File: src/rtl/nvm_wr_pkg.sv
package nvm_wr_pkg;
   typedef enum logic [2:0] {
      RA_CTRL    = 3'd0,
      RA_KEY     = 3'd1,
      RA_LATCH   = 3'd2,
      RA_PTR_LO  = 3'd3,
      RA_PTR_MID = 3'd4,
      RA_PTR_HI  = 3'd5,
      RA_TIME    = 3'd6
   } reg_addr_e;

   localparam int CB_START = 0;
   localparam int CB_WREN  = 1;
   localparam int CB_ERR   = 2;
   localparam int CB_ERASE = 3;
   localparam int CB_CFG   = 4;
   localparam int CB_TGT   = 5;
   localparam int CB_DONE  = 6;

   typedef enum logic [1:0] {
      SP_DATA = 2'd0,
      SP_PROG = 2'd1,
      SP_CFG  = 2'd2
   } space_e;

   typedef enum logic [1:0] {
      UL_IDLE = 2'd0,
      UL_HALF = 2'd1,
      UL_OPEN = 2'd2
   } unl_state_e;
endpackage

File: src/rtl/nvm_unlock.sv
module nvm_unlock
   import nvm_wr_pkg::*;
#(
   parameter logic [7:0] KEY_A = 8'h55,
   parameter logic [7:0] KEY_B = 8'hAA
) (
   input  logic       clk,
   input  logic       por_n,
   input  logic       abort,
   input  logic       access,
   input  logic       key_wr,
   input  logic [7:0] wdata,
   output logic       open
);
   unl_state_e st_q, st_d;

   if (KEY_A == KEY_B) begin : g_bad_keys
      $error("nvm_unlock: the two keys must differ");
   end

   always_comb begin
      st_d = st_q;
      if (key_wr) begin
         if (wdata == KEY_A)                          st_d = UL_HALF;
         else if (wdata == KEY_B && st_q == UL_HALF)  st_d = UL_OPEN;
         else                                         st_d = UL_IDLE;
      end else if (access) begin
         st_d = UL_IDLE;
      end
   end

   always_ff @(posedge clk or negedge por_n) begin
      if (!por_n)      st_q <= UL_IDLE;
      else if (abort)  st_q <= UL_IDLE;
      else             st_q <= st_d;
   end

   assign open = (st_q == UL_OPEN);

   // the sequence opens only right after the second key is written
   a_r5_open_needs_key: assert property (@(posedge clk) disable iff (!por_n)
      $rose(open) |-> $past(key_wr && wdata == KEY_B));
endmodule

File: src/rtl/nvm_busy_timer.sv
module nvm_busy_timer #(
   parameter int CNT_W = 8
) (
   input  logic             clk,
   input  logic             por_n,
   input  logic             abort,
   input  logic             load,
   input  logic [CNT_W-1:0] load_val,
   output logic             run,
   output logic             expire
);
   logic [CNT_W-1:0] cnt_q;

   if (CNT_W < 1 || CNT_W > 16) begin : g_bad_w
      $error("nvm_busy_timer: CNT_W out of range");
   end

   always_ff @(posedge clk or negedge por_n) begin
      if (!por_n) begin
         run   <= 1'b0;
         cnt_q <= '0;
      end else if (abort) begin
         run   <= 1'b0;
         cnt_q <= '0;
      end else if (load) begin
         run   <= 1'b1;
         cnt_q <= load_val;
      end else if (run) begin
         if (cnt_q == '0) run   <= 1'b0;
         else             cnt_q <= cnt_q - 1'b1;
      end
   end

   assign expire = run && (cnt_q == '0);

   // while counting, the timer keeps running and decrements by one
   a_r6_count_down: assert property (@(posedge clk) disable iff (!por_n || abort)
      (run && cnt_q != '0) |=> (run && cnt_q == $past(cnt_q) - 1'b1));
   // expiry ends the run
   a_r6_expire_stops: assert property (@(posedge clk) disable iff (!por_n || abort)
      (expire && !load) |=> !run);
endmodule

File: src/rtl/nvm_hold_bank.sv
module nvm_hold_bank #(
   parameter int BYTES = 16,
   localparam int IDX_W = $clog2(BYTES)
) (
   input  logic               clk,
   input  logic               por_n,
   input  logic               wr_en,
   input  logic [IDX_W-1:0]   wr_idx,
   input  logic [7:0]         wr_data,
   input  logic               clr,
   output logic [BYTES*8-1:0] flat
);
   if (BYTES < 2 || (1 << IDX_W) != BYTES) begin : g_bad_bytes
      $error("nvm_hold_bank: BYTES must be a power of two, at least 2");
   end

   for (genvar i = 0; i < BYTES; i++) begin : g_byte
      logic [7:0] b_q;
      always_ff @(posedge clk or negedge por_n) begin
         if (!por_n)                                 b_q <= 8'hFF;
         else if (clr)                               b_q <= 8'hFF;
         else if (wr_en && wr_idx == IDX_W'(i))      b_q <= wr_data;
      end
      assign flat[8*i +: 8] = b_q;
   end

   // a clear request leaves every byte erased
   a_r10_clear_to_ff: assert property (@(posedge clk) disable iff (!por_n)
      clr |=> (flat == '1));
   // a write without clear lands in the addressed byte
   a_r9_write_lands: assert property (@(posedge clk) disable iff (!por_n)
      (wr_en && !clr) |=> (flat[8*$past(wr_idx) +: 8] == $past(wr_data)));
endmodule

File: src/rtl/nvm_wr_ctrl.sv
module nvm_wr_ctrl
   import nvm_wr_pkg::*;
#(
   parameter int         HOLD_BYTES = 16,
   parameter int         PTR_W      = 21,
   parameter logic [7:0] TIME_RST   = 8'd20,
   parameter logic [7:0] KEY_A      = 8'h55,
   parameter logic [7:0] KEY_B      = 8'hAA,
   localparam int        IDX_W      = $clog2(HOLD_BYTES),
   localparam int        BLK_W      = PTR_W - IDX_W,
   localparam int        DATA_W     = HOLD_BYTES * 8
) (
   input  logic              clk,
   input  logic              por_n,
   input  logic              warm_rst_n,
   input  logic              bus_wr,
   input  logic              bus_rd,
   input  logic [2:0]        bus_addr,
   input  logic [7:0]        bus_wdata,
   output logic [7:0]        bus_rdata,
   input  logic              tbl_wr,
   output logic              cmd_valid,
   output logic              cmd_erase,
   output logic [1:0]        cmd_space,
   output logic [BLK_W-1:0]  cmd_block,
   output logic [DATA_W-1:0] cmd_data,
   output logic              irq
);
   if (PTR_W < 17 || PTR_W > 23) begin : g_bad_ptr
      $error("nvm_wr_ctrl: PTR_W must lie in 17..23");
   end
   if (IDX_W >= 8) begin : g_bad_hold
      $error("nvm_wr_ctrl: holding index must fit the low pointer byte");
   end

   logic             wren_q, erase_q, cfg_q, tgt_q, err_q, done_q;
   logic [7:0]       latch_q, time_q;
   logic [PTR_W-1:0] ptr_q;
   logic             run, expire, unl_open, done_evt;
   logic             ctrl_wr, key_wr, start_req, start_ok, start_bad, access;

   assign access    = bus_wr || bus_rd;
   assign ctrl_wr   = bus_wr && (bus_addr == RA_CTRL);
   assign key_wr    = bus_wr && (bus_addr == RA_KEY);
   assign start_req = warm_rst_n && ctrl_wr && bus_wdata[CB_START] && !run;
   assign start_ok  = start_req && unl_open && wren_q;
   assign start_bad = start_req && !start_ok;
   assign done_evt  = expire && warm_rst_n;

   nvm_unlock #(.KEY_A(KEY_A), .KEY_B(KEY_B)) i_unlock (
      .clk    (clk),
      .por_n  (por_n),
      .abort  (!warm_rst_n),
      .access (access),
      .key_wr (key_wr),
      .wdata  (bus_wdata),
      .open   (unl_open)
   );

   nvm_busy_timer #(.CNT_W(8)) i_timer (
      .clk      (clk),
      .por_n    (por_n),
      .abort    (!warm_rst_n),
      .load     (start_ok),
      .load_val (time_q),
      .run      (run),
      .expire   (expire)
   );

   nvm_hold_bank #(.BYTES(HOLD_BYTES)) i_hold (
      .clk     (clk),
      .por_n   (por_n),
      .wr_en   (tbl_wr && !run && warm_rst_n),
      .wr_idx  (ptr_q[IDX_W-1:0]),
      .wr_data (latch_q),
      .clr     (done_evt && !erase_q),
      .flat    (cmd_data)
   );

   always_ff @(posedge clk or negedge por_n) begin
      if (!por_n) begin
         wren_q  <= 1'b0;
         erase_q <= 1'b0;
         cfg_q   <= 1'b0;
         tgt_q   <= 1'b0;
         err_q   <= 1'b0;
         done_q  <= 1'b0;
         latch_q <= 8'h00;
         ptr_q   <= '0;
         time_q  <= TIME_RST;
      end else if (!warm_rst_n) begin
         wren_q <= 1'b0;
         if (run) err_q <= 1'b1;
      end else begin
         if (ctrl_wr) begin
            wren_q <= bus_wdata[CB_WREN];
            if (!run) begin
               erase_q <= bus_wdata[CB_ERASE];
               cfg_q   <= bus_wdata[CB_CFG];
               tgt_q   <= bus_wdata[CB_TGT];
            end
            if (!bus_wdata[CB_DONE]) done_q <= 1'b0;
            err_q <= (err_q && bus_wdata[CB_ERR]) || start_bad;
         end
         if (done_evt) done_q <= 1'b1;
         if (bus_wr) begin
            unique case (bus_addr)
               RA_LATCH:   latch_q <= bus_wdata;
               RA_TIME:    time_q  <= bus_wdata;
               RA_PTR_LO:  if (!run) ptr_q[7:0]        <= bus_wdata;
               RA_PTR_MID: if (!run) ptr_q[15:8]       <= bus_wdata;
               RA_PTR_HI:  if (!run) ptr_q[PTR_W-1:16] <= bus_wdata[PTR_W-17:0];
               default: ;
            endcase
         end
      end
   end

   always_comb begin
      unique case (bus_addr)
         RA_CTRL:    bus_rdata = {1'b0, done_q, tgt_q, cfg_q, erase_q, err_q, wren_q, run};
         RA_LATCH:   bus_rdata = latch_q;
         RA_PTR_LO:  bus_rdata = ptr_q[7:0];
         RA_PTR_MID: bus_rdata = ptr_q[15:8];
         RA_PTR_HI:  bus_rdata = {{(24-PTR_W){1'b0}}, ptr_q[PTR_W-1:16]};
         RA_TIME:    bus_rdata = time_q;
         default:    bus_rdata = 8'h00;
      endcase
   end

   assign cmd_valid = done_evt;
   assign cmd_erase = erase_q;
   assign cmd_space = cfg_q ? SP_CFG : (tgt_q ? SP_PROG : SP_DATA);
   assign cmd_block = ptr_q[PTR_W-1:IDX_W];
   assign irq       = done_q;

   // an operation only begins after an open sequence with write-enable
   a_r5_start_guarded: assert property (@(posedge clk) disable iff (!por_n)
      $rose(run) |-> $past(unl_open && wren_q));
   // completion raises the sticky flag
   a_r7_done_after_cmd: assert property (@(posedge clk) disable iff (!por_n || !warm_rst_n)
      cmd_valid |=> (irq && !run));
   // the key register reads as zero
   a_r8_key_reads_zero: assert property (@(posedge clk) disable iff (!por_n)
      (bus_rd && bus_addr == RA_KEY) |-> (bus_rdata == 8'h00));
   // a warm reset during an operation aborts it and flags an error
   a_r11_warm_abort: assert property (@(posedge clk) disable iff (!por_n)
      (run && !warm_rst_n) |=> (err_q && !run));
   // the holding bank and pointer are frozen while busy
   a_r12_busy_frozen: assert property (@(posedge clk) disable iff (!por_n)
      (run && !cmd_valid) |=> ($stable(cmd_data) && $stable(cmd_block)));
endmodule

File: config.mk
export PLATFORM = sky130hd
export DESIGN_NAME = nvm_wr_ctrl
export DESIGN_NICKNAME = d
export VERILOG_FILES = /design/src/rtl/nvm_wr_pkg.sv /design/src/rtl/nvm_unlock.sv /design/src/rtl/nvm_busy_timer.sv /design/src/rtl/nvm_hold_bank.sv /design/src/rtl/nvm_wr_ctrl.sv
export SDC_FILE = /design/constraint.sdc
export NUM_CORES = 1
export LEC_CHECK = 0
export ABC_AREA = 1
export BUFFER_PORTS_ARGS = -buffer_cell sky130_fd_sc_hd__buf_4
export CORE_MARGIN = 2
export CORE_UTILIZATION = 40
export DETAILED_ROUTE_END_ITERATION = 8
export GPL_ROUTABILITY_DRIVEN = 0
export PLACE_DENSITY = 0.69
export SYNTH_ARGS = -nofsm -noshare
export SYNTH_HDL_FRONTEND = slang
export SYNTH_HIERARCHICAL = 1
export SYNTH_SLANG_ARGS = --single-unit
File: constraint.sdc
create_clock -name clk -period 5.5 [get_ports clk]
set_clock_uncertainty 0.05 [all_clocks]
set_input_delay 0.275 -clock clk [delete_from_list [all_inputs] [get_ports clk]]
set_output_delay 0.275 -clock clk [all_outputs]
set_load 0.01 [all_outputs]
# After elaboration in Yosys (flattened, before gate mapping)
# Index checks and enable logic that the tools add are counted.
[classes]
bitwise_logic = 1
reduce_logical = 66
eq_ne = 30
mux = 56
addsub = 1
[op_table]
columns = ["operator", "n"]
rows = [
  ["$mux W8", 36],
  ["$pmux W8 S6", 1],
  ["$reduce_bool A2 Y1", 18],
  ["$eq A4 B4 Y1 const B", 8],
  ["$logic_and A1 B1 Y1", 31],
  ["$eq A4 B3 Y1 const B", 4],
  ["$mux W1", 13],
  ["$mux W2", 6],
  ["$reduce_and A3 Y1", 4],
  ["$reduce_and A4 Y1", 3],
  ["$eq A3 B3 Y1 const B", 3],
  ["$eq A4 B2 Y1 const B", 2],
  ["$eq A8 B7 Y1 const B", 1],
  ["$eq A8 B8 Y1 const B", 1],
  ["$logic_not A8 Y1", 1],
  ["$sub A8 B1 Y8 const B", 1],
  ["$eq A3 B2 Y1 const B", 2],
  ["$ne A3 B1 Y1 const B", 2],
  ["$eq A4 B1 Y1 const B", 1],
  ["$logic_not A4 Y1", 1],
  ["$ne A2 B1 Y1 const B", 2],
  ["$reduce_and A2 Y1", 2],
  ["$eq A3 B1 Y1 const B", 1],
  ["$logic_not A1 Y1", 3],
  ["6 further kinds", 7],
]
[totals]
inputBits = 17
word_cells = 184
register_bits = 182

# Depth between registers and ports, before layout
# Gate-level depths: netlist of the first run.
[logic_depth]
word_depth = 12
mapped_depth = 12

# Cells and area by module
# The synthesis of the first run kept the hierarchy.
[by_module_without_submodules]
columns = ["module", "area_per_inst_um2", "cells_per_inst", "instances", "seq_area_each_um2"]
rows = [
  ["nvm_hold_bank", 5461.5, 605, 1, 3363.2],
  ["nvm_wr_ctrl", 2398.6, 293, 1, 1078.5],
  ["nvm_busy_timer", 638.1, 92, 1, 225.2],
  ["nvm_unlock", 177.7, 34, 1, 50.0],
]

# Worst setup path after synthesis of the first run
# OpenSTA, ideal clock, no wires.
[synth_timing]
path_kind = "input -> register"
startpoint = "in bus_addr[1]"
endpoint = "reg i_timer.cnt_q[7]"
arrival_time_ps = 1855
stages = 10
path_slack_ps = 3471
required_time_ps = 5326
cell_sequence = "buf_6 nor2_8 nand2_1 nor2_1 inv_1 nor3_1 inv_1 or2_2 nand3_1 o21bai_1"
[synth_between]
elab_chain_cells = 9
[synth_lines]
columns = ["item", "line_no", "text"]
rows = [
  ["from (decl)", "nvm_wr_ctrl.sv:18", "input logic [2:0] bus_addr,"],
  ["$logic_not A3 Y1 *", "nvm_wr_ctrl.sv:43", "assign ctrl_wr = bus_wr && (bus_addr == RA_CTRL);"],
  ["$logic_and A1 B1 Y1 *", "nvm_wr_ctrl.sv:43", ""],
  ["$logic_and A1 B1 Y1 * (3 in a row)", "nvm_wr_ctrl.sv:45", "assign start_req = warm_rst_n && ctrl_wr && bus_wdata[CB_START] && !run;"],
  ["$logic_and A1 B1 Y1 * (2 in a row)", "nvm_wr_ctrl.sv:46", "assign start_ok = start_req && unl_open && wren_q;"],
  ["net start_ok", "nvm_wr_ctrl.sv:40", "logic ctrl_wr, key_wr, start_req, start_ok, start_bad, access;"],
  ["$ne A3 B1 Y1 (no source line) (tied with other cells)", "n/a", ""],
  ["$reduce_and A2 Y1 (no source line) / $mux W8 (equally long branches)", "n/a", ""],
  ["to (signal assigned)", "nvm_busy_timer.sv:27", "cnt_q <= load_val;"],
  ["to (signal assigned)", "nvm_busy_timer.sv:30", "else cnt_q <= cnt_q - 1'b1;"],
  ["to (decl)", "nvm_busy_timer.sv:12", "logic [CNT_W-1:0] cnt_q;"],
]
# The timed path passes the listed nets; every way through them passes the cells marked *.
# A chain may end at the register's enable or synchronous reset.

# Worst setup path in the final report of the first run
[layout_timing]
startpoint = "reg i_timer.cnt_q[0]"
endpoint = "reg i_hold.g_byte[6].b_q[7]"
[layout_between]
elab_chain_cells = 5
[layout_lines]
columns = ["item", "line_no", "text"]
rows = [
  ["$logic_not A8 Y1 *", "nvm_busy_timer.sv:34", "assign expire = run && (cnt_q == '0);"],
  ["$logic_and A1 B1 Y1 *", "nvm_busy_timer.sv:34", ""],
  ["net expire", "nvm_wr_ctrl.sv:39", "logic run, expire, unl_open, done_evt;"],
  ["$logic_and A1 B1 Y1 *", "nvm_wr_ctrl.sv:48", "assign done_evt = expire && warm_rst_n;"],
  ["$logic_and A1 B1 Y1 *", "nvm_wr_ctrl.sv:76", ".clr (done_evt && !erase_q),"],
  ["$mux W8 / $reduce_bool A2 Y1 (equally long branches)", "n/a", ""],
  ["to (signal assigned)", "nvm_hold_bank.sv:22", "else if (wr_en && wr_idx == IDX_W'(i)) b_q <= wr_data;"],
  ["to (decl)", "nvm_hold_bank.sv:18", "logic [7:0] b_q;"],
]
# Marks and branches as above.

==> results of run 1 <==
[final timing paths]
kind                                         start                 endpoint  slack (ps)  cells past startpoint
max reg2reg                       i_timer/cnt_q[0]  i_hold/g_byte[6].b_q[7]        1840                     11
max in group asynchronous                    por_n         i_timer/cnt_q[1]        3770                      3
min reg2reg                i_hold/g_byte[7].b_q[5]  i_hold/g_byte[7].b_q[5]         410                      2
min in group asynchronous                    por_n         i_unlock/st_q[0]         320                      2
min                                   bus_wdata[3]                time_q[3]          30                      3
max                               i_timer/cnt_q[0]  i_hold/g_byte[6].b_q[7]        1840                     11
[registers in the layout, indices dropped and copies added (netlist names)]
signal	count
i_hold/g_byte.b_q	128
irq	1
tgt_q	1
i_timer/cnt_q	8
time_q	8
i_timer/run	1
ptr_q	21
cmd_erase	1
wren_q	1
latch_q	8
cfg_q	1
err_q	1
i_unlock/st_q	2
[metal layers]
metal | track usage | up-vias
met5 | 0 | -
met4 | 0.0668 | 0
met3 | 0.0425 | 29
met2 | 0.350 | 247
met1 | 0.299 | 3475
li1 | - | 3515
[worst register-to-register path, stage by stage, from the launching register on]
cell and delay, ps:
dfrtp_1 400, inv_1 120, ha_1 170, nand2_1 90
nor3_1 180, nand2_1 110, nor2_1 610, clkinv_2 770
buf_4 610, nand2_1 350, nand2_1 80, nand2_1 80
[cells by family (layout without fill, tap and decap cells)]
logic type	count (synthesis)	count (layout)	share of synthesized area
buffers and inverters	120	272	0.0744
AND/OR/NAND/NOR	650	650	0.329
AO/OA/AOI/OAI	67	67	0.0464
XOR/XNOR	2	2	0.00202
multiplexers	1	1	0.00115
flip-flops	182	182	0.544
adder cells (fa/ha/maj)	2	2	0.00288
[where the power goes]
group / switching, µW / total, µW / leakage (µW) / internal, µW
Clock: 586 / 1250 / 0.000304 / 669
Combinational: 604 / 1090 / 0.00305 / 490
Sequential: 228 / 2000 / 0.00202 / 1770
[through the flow]
stage / instance area, µm² / std cells / util
floorplan: 8680 / 1024 / -
global placement: 9950 / 1418 / 0.470
detailed placement: 9950 / 1418 / 0.470
CTS: 10600 / 1451 / 0.500
global route: 10600 / 1451 / 0.500
finish: 10600 / 1451 / 0.500
[area by class of cell]
type                            instances  area [µm²]
Clock buffer                           18         439
Inverter                               62         239
Multi-Input combinational cell        722        3310
Tap cell                              275         344
Clock inverter                         14         179
Timing Repair Buffer                  178        1340
Sequential cell                       182        4720
Fill cell                            2021       10600
[cells in the mapped netlist]
library cell	number
nand2_1	416
dfstp_2	130
nand3_1	117
inv_1	58
dfrtp_1	52
nor2_1	44
o21ai_0	42
nand2_2	22
buf_4	20
o21ai_2	17
buf_2	15
buf_6	12
nand4_1	11
or2_2	11
nand3_2	9
nor2_2	7
clkbuf_1	6
clkbuf_2	5
o21ai_1	4
nor3_1	3
a21oi_1	2
ha_1	2
inv_4	2
nand2_4	2
nor2_4	2
clkinv_1	1
inv_2	1
mux2i_1	1
nand3_4	1
nor2_8	1
nor3_2	1
nor3_4	1
nor4_1	1
o21bai_1	1
o22ai_1	1
or2_1	1
xnor2_1	1
xor2_1	1
[what timing repair did]
| action | in CTS | in global routing |
|---|---|---|
| gates resized for setup | 0 | 0 |
| hold buffers | 1 | 0 |
| endpoints found under the hold margin | 26 | 0 |
==> run metrics, run 1 <==
Unique masters post-synth=38; 1st-iter DRT viols=between 500 and 600; Yosys warning total=6; final worst slack=1840 ps; detailed-routed wire length on met2=between 10000 and 15000 µm; power per cell area=411 nW/µm²; Vias=7266; worst hold-check path type=in -> reg; worst ir drop on vdd=about 0.00024 V; classification of the worst setup path=reg -> reg; dominant cell type by count on the critical path=nand2_1; antenna violations before repair=0; total grt overflow=0; Antenna diodes=0; PnR Total Power=around 4400 µW; DP Worst Slack=around 1900 ps; max capacitance violation total=0; initial standard-cell utilization of the core=0.410; commonest non-fill, non-tap cell in the layout=nand2_1; DR top layer=met4; area enclosed by the die boundary=22900 µm²; mapped cell area=8680 µm²; type of origin of the critical path=flop; static power due to leakage=about 0.0054 µW; Synthesized Nets=roughly 1000; total buffers and inverters traversed by the critical path=3; share of Yosys cell area claimed by the top area cell type=0.394; tightest slew margin relative to the limit=0.367; largest cells by area after synthesis=dfstp_2 39%, nand2_1 18%, dfrtp_1 15%; worst-margin pin slew=approximately 950 ps; Core ar.=~21000 µm²; synthesized instance count=approximately 1000; Post-DRT Antenna Nets=0; register bit count reported by yosys=about 180; number of rows created at floorplan=53; post-detailed-route DRC marker count=0; critical path endpoint category=flop; number of pins with negative max-slew slack in the final report=0; layout cell share with drive strength beyond 1=0.355; length of routed wiring on met1=between 10000 and 15000 µm; Fin Hold WS=roughly 35 ps; num ports=175; CTS root buf=clkbuf_16; kind of cell adding the most delay to the critical path=simple AND/OR/NAND/NOR gates; number of buffers on the longest clock path=2; x dimension of the die=between 150 and 200 µm; minimum clock period after layout=between 3000 and 4000 ps; proportion of synthesized chip area in sequential cells=0.544; chain of cells forming the critical path=inv_1 -> ha_1 -> nand2_1 -> nor3_1 -> nand2_1 -> nor2_1 -> clkinv_2 -> buf_4 -> nand2_1 -> nand2_1 -> nand2_1; HPWL after detailed placement=roughly 17000 µm; pin count of the biggest net entering global routing=69; number of nets in the layout=approximately 1200; Worst Path Max Fanout=66; Detail Route met3 WL=1450 µm; signal arrival time at the worst endpoint=3980 ps; Final Hold Viols=0; CP Data Required Time=approximately 5800 ps; die extent in y=151 µm; DR WL/cell=16.9 µm; clock tree from TritonCTS=done; top cell type by total area after synthesis=dfstp_2; ratio of routed vias to standard cells=5.01; unrepaired setup endpoints after global routing=false; Area Growth Syn to Fin=21.9%; number of global-route vias before repair=6693; number of buffers created by CTS=17; mean instance size in the synthesized netlist=8.47 µm²; register clock-pin slew on the reported worst setup and hold paths=~80 ps; combined global-route utilization of all metal layers=0.218; Setup Viol. Count Final=0; result of the run=finished clean; port buffer count=around 170; routed wire length=about 24000 µm; highest-delay cell along the critical path=clkinv_2; total iterations of the first detailed-routing run=5; summed negative setup slack over all endpoints=0 ps; wire length of the first global-routing pass=~38000 µm; number of sinks driven by the clock tree=roughly 180; deepest level of the CTS H-tree=4; FMAX=~270 MHz; most frequent cells in the layout=416 x nand2_1, 176 x buf_4, 130 x dfstp_2, 117 x nand3_1, 57 x inv_1; Slowest Stage Delay on Critical Path=between 700 and 800 ps; fin crit share=0.665; clock latency reported for the late side of the worst-skew pair=between 400 and 500 ps; post-CTS setup buffers=0
(Power assumes the default switching activity.)
==> inputs of run 2 (changes only) <==
--- a/config.mk
+++ b/config.mk
@@ -11,7 +11,7 @@
 export CORE_UTILIZATION = 40
 export DETAILED_ROUTE_END_ITERATION = 8
 export GPL_ROUTABILITY_DRIVEN = 0
-export PLACE_DENSITY = 0.69
+export PLACE_DENSITY = 0.72
 export SYNTH_ARGS = -nofsm -noshare
 export SYNTH_HDL_FRONTEND = slang
 export SYNTH_HIERARCHICAL = 1
==> constraint.sdc (replaced) <==
create_clock -name clk -period 3.2 [get_ports clk]
set_clock_uncertainty 0.05 [all_clocks]
set_input_delay 0.16 -clock clk [delete_from_list [all_inputs] [get_ports clk]]
set_output_delay 0.16 -clock clk [all_outputs]
set_load 0.01 [all_outputs]
==> run 2 against run 1 <==
Compared with the run above:
- fmax increased by 40%
- critical endpoint is now i_hold/g_byte[12].b_q[0]
- global-route usage decreased by 0.30 points
- final area increased by 1.4%
- worst hold slack improved by 12 ps
- sequential power increased by 71%
- first-iteration DRC count increased by 0.73%
- worst setup slack got worse by 1300 ps
- largest cell class unchanged
- largest power group unchanged
==> run metrics, run 2 (same netlist as run 1, synthesis figures left out) <==
number of rows created at floorplan=53; clock latency reported for the late side of the worst-skew pair=~440 ps; unrepaired setup endpoints after global routing=false; most frequent cells in the layout=416 x nand2_1, 178 x buf_4, 130 x dfstp_2, 117 x nand3_1, 57 x inv_1; detailed-routed wire length on met2=around 12000 µm; minimum clock period after layout=between 2000 and 3000 ps; total iterations of the first detailed-routing run=5; post-CTS setup buffers=0; number of buffers created by CTS=17; total buffers and inverters traversed by the critical path=3; largest registers ranked by flip-flop count=i_hold/g_byte.b_q x128, ptr_q x21; Slowest Stage Delay on Critical Path=~440 ps; wire length of the first global-routing pass=37400 µm; max capacitance violation total=0; 1st-iter DRT viols=555; length of routed wiring on met1=around 10000 µm; Worst Path Max Fanout=42; number of global-route vias before repair=a little under 7000; number of sinks driven by the clock tree=roughly 180; antenna violations before repair=0; critical path endpoint category=flop; Antenna diodes=0; kind of cell adding the most delay to the critical path=buffers and inverters; Vias=between 7000 and 8000; largest register by flop count=i_hold/g_byte.b_q; pin count of the biggest net entering global routing=87; post-detailed-route DRC marker count=0; flip-flop count of the largest register after layout=around 130; deepest level of the CTS H-tree=4; initial standard-cell utilization of the core=0.410; classification of the worst setup path=reg -> reg; highest-delay cell along the critical path=buf_4; final worst slack=587 ps; area of placed instances=10000 µm²; commonest non-fill, non-tap cell in the layout=nand2_1; signal arrival time at the worst endpoint=just under 3000 ps; finished layout cell area=about 11000 µm²; filler instances=2017; Final Hold Viols=0; dominant cell type by count on the critical path=nand2_1; worst hold-check path type=in -> reg; Detail Route met3 WL=1560 µm; Finished Layout Cells=1466; port buffer count=around 170; die extent in y=around 150 µm; tightest slew margin relative to the limit=0.465; DR top layer=met4; power per cell area=slightly below 700 nW/µm²; worst ir drop on vdd=approximately 0.00040 V; Post-DRT Antenna Nets=0; Post-CTS Hold Fix Bufs=12; DR WL/cell=16.6 µm; summed negative setup slack over all endpoints=0 ps; fin crit share=0.817; ratio of routed vias to standard cells=around 5.0; Setup Viol. Count Final=0; HPWL after detailed placement=16700 µm; clock tree from TritonCTS=done; combined global-route utilization of all metal layers=0.215; static power due to leakage=0.00544 µW; Sequential Area=4720 µm²; CTS root buf=clkbuf_16; R2R Setup Slk=590 ps; num ports=~180; number of nets in the layout=around 1200; routed wire length=approximately 24000 µm; register clock-pin slew on the reported worst setup and hold paths=70 ps; number of gates given a new drive strength after cts=0; area enclosed by the die boundary=22900 µm²; worst-margin pin slew=803 ps; FMAX=approximately 380 MHz; Core ar.=21200 µm²; number of pins with negative max-slew slack in the final report=0; chain of cells forming the critical path=inv_1 -> ha_1 -> nand2_1 -> nor3_1 -> nand2_1 -> nor2_1 -> clkinv_2 -> buf_4 -> nand2_2 -> nand2_1 -> nand2_1; total grt overflow=0; number of buffers on the longest clock path=2; result of the run=finished clean; DP Worst Slack=635 ps; layout cell share with drive strength beyond 1=0.353; placed insts=1422; x dimension of the die=between 150 and 200 µm; area of the multi-input gates=about 3300 µm²; CP Data Required Time=approximately 3500 ps; Area Growth Syn to Fin=23.6%; type of origin of the critical path=flop
[run 2: cell type report]
| cell class | instances | area share |
|---|---|---|
| Clock inverter | 15 | 0.0166 |
| Sequential cell | 182 | 0.440 |
| Inverter | 62 | 0.0223 |
| Tap cell | 275 | 0.0321 |
| Multi-Input combinational cell | 722 | 0.309 |
| Timing Repair Buffer | 193 | 0.141 |
| Clock buffer | 17 | 0.0397 |
[run 2: final timing paths]
path,startpoint,to,depth (start not counted)
min reg2reg,i_hold/g_byte[7].b_q[2],i_hold/g_byte[7].b_q[2],2
max in group asynchronous,por_n,i_hold/g_byte[6].b_q[6],3
max reg2reg,i_timer/cnt_q[0],i_hold/g_byte[12].b_q[0],11
max,i_timer/cnt_q[0],i_hold/g_byte[12].b_q[0],11
min in group asynchronous,por_n,i_unlock/st_q[1],2
min,bus_wr,wren_q,4
[run 2: routing by layer]
layer	global-route usage	vias up
met2	0.343	261
met5	0	-
met3	0.0398	31
met4	0.0748	0
met1	0.295	3558
li1	-	3546
[run 2: power breakdown]
group | internal [µW] | switching (µW) | total, µW
clock network | 1130 | 1020 | 2140
registers | 3050 | 376 | 3420
logic | 855 | 1050 | 1900
total | 5030 | 2440 | 7470
[run 2: through the flow]
stage | util | hold WS [ps] | power, µW
after floorplan | - | -186 | 4350
after global placement | 0.473 | 227 | 5320
after detailed placement | 0.473 | 237 | 5360
after CTS | 0.507 | 22.7 | 7540
after global routing | 0.507 | 54.1 | 7850
final | 0.507 | 46.4 | 7470
[run 2: worst min-delay path, delay by kind of cell]
kind	cells	cell delay (ps)
AND/OR/NAND/NOR	1	90
AO/OA/AOI/OAI	1	80
buffers and inverters	2	170
==> inputs of run 3 (changes only) <==
--- a/config.mk
+++ b/config.mk
@@ -11,7 +11,7 @@
 export CORE_UTILIZATION = 40
 export DETAILED_ROUTE_END_ITERATION = 8
 export GPL_ROUTABILITY_DRIVEN = 0
-export PLACE_DENSITY = 0.72
+export PLACE_DENSITY = 0.69
 export SYNTH_ARGS = -nofsm -noshare
 export SYNTH_HDL_FRONTEND = slang
 export SYNTH_HIERARCHICAL = 1
==> constraint.sdc (replaced) <==
create_clock -name clk -period 2.7 [get_ports clk]
set_clock_uncertainty 0.05 [all_clocks]
set_input_delay 0.135 -clock clk [delete_from_list [all_inputs] [get_ports clk]]
set_output_delay 0.135 -clock clk [all_outputs]
set_load 0.01 [all_outputs]
==> run 3 against run 2 <==
Compared with the run above:
- final area up 0.64%
- critical path depth did not move
- highest routed layer unchanged
- sequential power grew 20%
- critical path type unchanged
- first-iteration DRC count increased by 14%
==> run metrics, run 3 (same netlist as run 1, synthesis figures left out) <==
combined global-route utilization of all metal layers=0.222; number of sinks driven by the clock tree=182; summed negative setup slack over all endpoints=0 ps; signal arrival time at the worst endpoint=2620 ps; largest registers ranked by flip-flop count=i_hold/g_byte.b_q x128, ptr_q x21; deepest level of the CTS H-tree=4; flip-flop count of the largest register after layout=~130; HPWL after detailed placement=~17000 µm; post-detailed-route DRC marker count=0; register clock-pin slew on the reported worst setup and hold paths=~70 ps; minimum clock period after layout=2290 ps; ratio of routed vias to standard cells=5.06; largest register by flop count=i_hold/g_byte.b_q; Core ar.=about 21000 µm²; port buffer count=174; FMAX=between 400 and 500 MHz; Antenna diodes=0; clock share of power=0.292; source of the worst hold timing path=bus_addr[2]; number of buffers created by CTS=17; DR WL/cell=approximately 17 µm; switching pwr=approximately 2900 µW; critical path endpoint category=flop; most frequent cells in the layout=416 x nand2_1, 178 x buf_4, 130 x dfstp_2, 117 x nand3_1, 57 x inv_1; worst-margin pin slew=approximately 740 ps; Net Sw Frac=0.323; Final Hold Viols=0; die extent in y=approximately 150 µm; Comb pwr share=0.251; classification of the worst setup path=reg -> reg; Vias=7436; area enclosed by the die boundary=22900 µm²; x dimension of the die=about 150 µm; fin crit share=0.848; clock tree from TritonCTS=done; total iterations of the first detailed-routing run=5; Setup Viol. Count Final=0; number of rows created at floorplan=53; pin count of the biggest net entering global routing=103; result of the run=finished clean; CTS root buf=clkbuf_16; commonest non-fill, non-tap cell in the layout=nand2_1; clock latency reported for the late side of the worst-skew pair=~440 ps; total grt overflow=0; number of global-route vias before repair=just over 7000; max capacitance violation total=0; static power due to leakage=roughly 0.0055 µW; Post-DRT Antenna Nets=0; wire length of the first global-routing pass=roughly 39000 µm; number of buffers on the longest clock path=2; Area Growth Syn to Fin=24.4%; Worst R2R Path Depth=11; power per cell area=830 nW/µm²; share of the core filled with cells in the final layout=0.510; number of nets in the layout=1200; initial standard-cell utilization of the core=0.410; unrepaired setup endpoints after global routing=false; routed wire length=24900 µm; worst ir drop on vdd=0.000487 V; num ports=175; Crit. Startpoint=i_timer/cnt_q[0]; Worst Path Max Fanout=approximately 100; 1st-iter DRT viols=roughly 630; layout cell share with drive strength beyond 1=0.353; filler instances=between 1500 and 2000; antenna violations before repair=0; Cells on Worst Hold Path=3; Reg-to-Reg Start=i_timer/cnt_q[0]; type of origin of the critical path=flop; internal power=just over 6000 µW; CP Data Required Time=between 3000 and 4000 ps; power share of the sequential group=0.457; tightest slew margin relative to the limit=0.506; number of pins with negative max-slew slack in the final report=0; worst hold-check path type=in -> reg
run 3: cell types whose count changed in the layout (fill, tap and decap cells not counted), sizes merged:
cell	previous run	this run
inv	70	68
dlygate4sd3	12	14
clkinvlp	0	1
buf	181	182
bufinv	1	2
run 3: critical path, stage by stage, from the launching register on:
cell and delay (ps):
dfrtp_1 410, inv_1 130, ha_1 150, nand2_1 90
nor3_1 180, nand2_1 110, nor2_1 170, clkinv_2 190
buf_12 270, nand2_2 240, nand2_1 80, nand2_1 80
run 3: repair_timing:
| action | 4_1_cts | 5_1_grt |
|---|---|---|
| setup buffers | 0 | 0 |
| hold endpoints to repair | 32 | 0 |
| hold buffers | 14 | 0 |
| gates resized for setup | 0 | 0 |
run 3: layer usage:
| layer | GRT usage | part of all wire |
|---|---|---|
| met5 | 0 | 0 |
| met4 | 0.0785 | 0.022 |
| met3 | 0.0413 | 0.066 |
| met2 | 0.362 | 0.49 |
| met1 | 0.296 | 0.42 |
run 3: power by group through the flow:
stage	clock, µW	combinational [µW]	sequential (µW)
after floorplan	0	975	4180
after global placement	0	2200	4120
after detailed placement	0	2250	4120
after CTS	2680	2280	4080
after global routing	2780	2470	4150
final	2620	2250	4090
run 3: final timing paths:
path / endpoint / slack, ps
max: i_hold/g_byte[12].b_q[5] / 410
max in group asynchronous: i_hold/g_byte[6].b_q[4] / 1620
max reg2reg: i_hold/g_byte[12].b_q[5] / 410
min reg2reg: i_hold/g_byte[15].b_q[2] / 420
min in group asynchronous: i_unlock/st_q[1] / 190
min: ptr_q[18] / 150
run 3: layout make-up:
cell class / instances / area, µm² / area share
multi-input cells: 722 / 3310 / 0.307
repair buffers: 196 / 1550 / 0.143
inverters: 62 / 239 / 0.0221
flip-flops and latches: 182 / 4720 / 0.437
well taps: 275 / 344 / 0.0319
clock buffers: 17 / 425 / 0.0394
clock inverters: 15 / 206 / 0.0191
run 3: metrics by stage:
stage	area [µm²]	total power, µW	std cells	setup WS (ps)	hold WS [ps]
finish	10800	8960	1469	410	150
CTS	10800	9040	1469	394	127
global placement	10000	6320	1423	462	115
detailed placement	10000	6370	1423	423	116
floorplan	8680	5160	1024	706	-211
global route	10800	9400	1469	172	167
